### src/rtl/cdtimer.sv
module cdtimer #(
  parameter int CW   = 32,
  parameter int STEP = 1,
  parameter int VW   = 8
) (
  input  logic          clk,
  input  logic          rst_n,
  input  logic          wr_en,
  input  logic [2:0]    addr,
  input  logic [31:0]   wdata,
  output logic [31:0]   rdata,
  output logic          irq_req,
  output logic [VW-1:0] irq_vec
);

  localparam logic [2:0] A_CTRL  = 3'd0;
  localparam logic [2:0] A_ENTRY = 3'd1;
  localparam logic [2:0] A_INIT  = 3'd2;
  localparam logic [2:0] A_CUR   = 3'd3;
  localparam logic [2:0] A_DIV   = 3'd4;
  localparam int         MASK_B  = 16;
  localparam int         PER_B   = 17;
  localparam logic [CW-1:0] STEP_C = CW'(STEP);

  logic          sw_en_q;
  logic [VW-1:0] vec_q;
  logic          mask_q;
  logic          per_q;
  logic [CW-1:0] init_q;
  logic [CW-1:0] cur_q;
  logic [3:0]    div_q;
  logic [6:0]    pcnt_q;

  wire wr_ctrl  = wr_en && (addr == A_CTRL);
  wire wr_entry = wr_en && (addr == A_ENTRY);
  wire wr_init  = wr_en && (addr == A_INIT);
  wire wr_div   = wr_en && (addr == A_DIV);
  wire unused_wdata = ^wdata;

  wire [2:0] div_code = {div_q[3], div_q[1:0]};
  wire [2:0] div_sh   = div_code + 3'd1;
  wire [7:0] div_lim  = (8'd1 << div_sh) - 8'd1;
  wire       tick     = {1'b0, pcnt_q} >= div_lim;

  wire          running = (init_q != '0) && (per_q || (cur_q != '0));
  wire          at_end  = cur_q <= STEP_C;
  wire          expire  = tick && running && !wr_init && at_end;
  wire [CW-1:0] ovr     = STEP_C - cur_q;
  wire [CW-1:0] reload  = (ovr < init_q) ? (init_q - ovr) : '0;

  always_ff @(posedge clk or negedge rst_n) begin
    if (!rst_n) begin
      sw_en_q <= 1'b0;
      vec_q   <= '0;
      mask_q  <= 1'b1;
      per_q   <= 1'b0;
      div_q   <= '0;
    end else begin
      if (wr_ctrl) sw_en_q <= wdata[0];
      if (wr_entry) begin
        vec_q  <= wdata[VW-1:0];
        mask_q <= wdata[MASK_B] | ~sw_en_q;
        per_q  <= wdata[PER_B];
      end
      if (wr_div) div_q <= wdata[3:0] & 4'hB;
    end
  end

  always_ff @(posedge clk or negedge rst_n) begin
    if (!rst_n) begin
      pcnt_q <= '0;
      init_q <= '0;
      cur_q  <= '0;
    end else begin
      if (wr_init || tick) pcnt_q <= '0;
      else                 pcnt_q <= pcnt_q + 7'd1;
      if (wr_init) begin
        init_q <= wdata[CW-1:0];
        cur_q  <= wdata[CW-1:0];
      end else if (tick && running) begin
        if (at_end) cur_q <= per_q ? reload : '0;
        else        cur_q <= cur_q - STEP_C;
      end
    end
  end

  always_ff @(posedge clk or negedge rst_n) begin
    if (!rst_n) begin
      irq_req <= 1'b0;
      irq_vec <= '0;
    end else begin
      irq_req <= expire && !mask_q;
      if (expire && !mask_q) irq_vec <= vec_q;
    end
  end

  always_comb begin
    rdata = '0;
    case (addr)
      A_CTRL:  rdata[0] = sw_en_q;
      A_ENTRY: begin
        rdata[VW-1:0]  = vec_q;
        rdata[MASK_B]  = mask_q;
        rdata[PER_B]   = per_q;
      end
      A_INIT:  rdata = 32'(init_q);
      A_CUR:   rdata = 32'(cur_q);
      A_DIV:   rdata[3:0] = div_q;
      default: rdata = '0;
    endcase
  end

endmodule

### config.mk
export PLATFORM = sky130hd
export DESIGN_NAME = cdtimer
export DESIGN_NICKNAME = d
export VERILOG_FILES = /design/src/rtl/cdtimer.sv
export SDC_FILE = /design/constraint.sdc
export NUM_CORES = 1
export LEC_CHECK = 0
export BUFFER_PORTS_ARGS = -buffer_cell sky130_fd_sc_hd__buf_2
export CORE_ASPECT_RATIO = 1.25
export CORE_MARGIN = 8
export CORE_UTILIZATION = 55
export CTS_CLUSTER_DIAMETER = 60
export DETAILED_ROUTE_END_ITERATION = 10
export GPL_TIMING_DRIVEN = 0
export PLACE_DENSITY = 0.78
export SLEW_MARGIN = 0
export SYNTH_ARGS = -nofsm -noshare
export SYNTH_HDL_FRONTEND = slang
export SYNTH_SLANG_ARGS = --single-unit
### constraint.sdc
create_clock -name clk -period 4.65 [get_ports clk]
set_clock_uncertainty 0.05 [all_clocks]
set_input_delay 0.6975 -clock clk [delete_from_list [all_inputs] [get_ports clk]]
set_output_delay 0.6975 -clock clk [all_outputs]
set_load 0.02 [all_outputs]
==> flow_summary.toml <==
[status]
outcome = "completed"

[drt]
drtIter0Drc = 924
wire_per_inst_um = 22.1
drc = 0
ant_nets = 0
vias_per_cell = 6.51
drt_pass1_iterations = 6
dr_total_vias = 8029
route.final.wire_length_um = 27200

[worst_setup_path]
critical_path_arrival_ns = 4.79
required_ns = 4.88
path_max_fanout = 7
cp-end-kind = "flip-flop"
crit_type = "flip-flop to flip-flop"
crit_chain = "or4_4 -> nor3_2 -> nand2_2 -> nor2_4 -> buf_4 -> xor2_1 -> ha_1 -> nand2_1 -> nor2_1 -> nand3_1 -> o22ai_1 -> nand3_1 -> a31oi_4 -> clkinv_4 -> o32ai_2 -> a221oi_2 -> nor2_1"
slowest_stage = "or4_4"
slowest_delay_ns = 0.57
start_kind = "flip-flop"

[sta]
max_slew_margin = 0.302
finalCriticalPeriod_ns = 4.56
slew_viol_final = 0
tightest_slew_ns = 1.04
fmax_mhz = 219
hold_violations = 0
setup_viol = 0
hold_slack_ns = 0.208
finalCritPeriodShare = 0.981

[clock_tree]
cts_tree = "yes"
root_buffer = "clkbuf_16"
path_clk_slew_ns = 0.08
clk_latency_ns = 0.36
ctsHoldBuffers = 0
clockBufferDepth = 2
numCtsBuffers = 9
htree_num_levels = 3
clkSinkCount = 94

[die]
die_w_um = 122
core_mm2 = 0.0138
initial_utilization = 0.558
die_y_um = 148
ios = 79
fp-row-count = 48
dieArea_mm2 = 0.0180

[place]
dp.final_hpwl_um = 19900
place_congestion = 1.01
dp_cells = 1208
io_buffers = 77

[global_routing]
grt_overflow = 0
antenna_found_initial = 0
grt_max_degree = 68
grt_pass1_vias = 7853
track_usage = 0.302
grt_pass1_wl_um = 42300

[power_and_ir_drop]
peakVddDrop_mv = 0.305
powerDensity_mw_per_mm2 = 554
p_leak_nw = 3.99

[synthesis]
post_synth.cell_area_avg_um2 = 8.04
synth_top_area_frac = 0.303
synth_commonest_cells = "nand2_1 (165), dfrtp_1 (93), nor2_1 (87), o21ai_0 (72), a21oi_1 (53)"
syn_inst = 955
synth_edf_count = 0
yosysUniqueCellTypes = 72
ys_seq_area_frac = 0.307
syn_nets = 1040
async_flop_share = 1.00
yosysWarnings = 0
ys.flop_type = "dfrtp_1"
synth_area_leaders = "dfrtp_1 (30%), nand2_1 (8.1%), ha_1 (7.5%)"
ys_ff_latch = 94
synth.cell_area_mm2 = 0.00767
post-synth-top-count-cell = "nand2_1"
yosysTopAreaCell = "dfrtp_1"

[final_layout]
fill_cells = 1262
instances_no_fill = 1234
num-nets-final = 1139
drive_gt1_frac = 0.173
n_antenna_cell = 0
fin_util = 0.646
syn_to_final_growth_pct = 15.8

[hold_path]
hold_class = "input port to async pin"

[run]
max_cap_viol_count = 0
## layer usage
metal / wire [um] / vias to the layer above / global-route usage
met2: 12300 / 519 / 0.467
met4: 1710 / 0 / 0.208
met3: 2770 / 141 / 0.0524
met1: 10400 / 3741 / 0.375
li1: - / 3628 / -
met5: 0 / - / 0
## kinds of logic after synthesis
kind of cell,share of synthesized area
flops,0.307
buf+inv,0.0396
fa+ha+maj,0.0776
xor+xnor,0.0902
compound gates,0.214
simple gates,0.226
mux,0.0463
## worst paths after layout
check	from	endpoint	slack [ns]	cells after the start
worst max-delay path	cur_q[5]$_DFFE_PN0P_	cur_q[3]$_DFFE_PN0P_	0.09	17
worst min-delay path	rst_n	init_q[21]$_DFFE_PN0P_	0.21	1
worst max register to register	cur_q[5]$_DFFE_PN0P_	cur_q[3]$_DFFE_PN0P_	0.09	17
worst min register to register	sw_en_q$_DFFE_PN0P_	mask_q$_DFFE_PN1P_	0.40	1
max in group asynchronous	rst_n	mask_q$_DFFE_PN1P_	3.65	2
min in group clk	sw_en_q$_DFFE_PN0P_	mask_q$_DFFE_PN1P_	0.40	1
## metrics by stage
step / power [mW] / cell area, um2 / worst slack, ns / setup TNS, ns
after floorplan: 3.20 / 7670 / 0.326 / 0
after global placement: 3.88 / 8280 / -0.704 / -17.39
after detailed placement: 3.92 / 8310 / -0.724 / -19.26
after CTS: 4.77 / 8740 / 0.0222 / 0
after global routing: 5.24 / 8890 / -0.0103 / -0.0358
final: 4.93 / 8890 / 0.0884 / 0
## cell type report
class	count	area, um2	area share
tap	175	219	0.0246
buffer	54	225	0.0253
clock inverter	7	81.3	0.00915
inverter	19	76.3	0.00859
multi-input combinational	784	5180	0.583
clock buffer	9	225	0.0253
sequential	94	2350	0.265
timing repair buffer	92	520	0.0586
## timing repair
item / CTS / global route
cloned: 0 / 0
pin swaps: 2 / 9
resized for setup: 23 / 21
setup endpoints to repair: 40 / 32
buffers inserted: 3 / 11
## critical path, delay by kind of cell, from the launching register on
family | cells | cell delay [ns]
AND/OR/NAND/NOR | 9 | 2.03
flip-flops | 1 | 0.46
adder cells (fa/ha/maj) | 1 | 0.42
buffers and inverters | 2 | 0.34
AO/OA/AOI/OAI | 4 | 1.14
XOR/XNOR | 1 | 0.06
## cell usage in the layout (no fill, tap or decap), drive strengths merged, types with 21 or more instances in the layout
cell type / synthesis / final
nand2: 165 / 165
buf: 7 / 98
dfrtp: 93 / 93
nor2: 87 / 87
o21ai: 76 / 76
clkbuf: 51 / 57
a21oi: 53 / 53
ha: 46 / 46
xor2: 44 / 44
xnor2: 35 / 35
mux2: 28 / 28
nor4: 25 / 25
a22o: 22 / 22
inv: 19 / 21
## flip-flops by register name, indices dropped and copies added (netlist names)
register and count:
cur_q 32, div_q 3, init_q 32, irq_req 1
irq_vec 8, mask_q 1, pcnt_q 7, per_q 1
sw_en_q 1, vec_q 8
## where the power goes
part	switching [mW]	internal, mW
Sequential	0.261	1.03
Combinational	1.77	1.09
Clock	0.355	0.426
(Power assumes the default switching activity.)
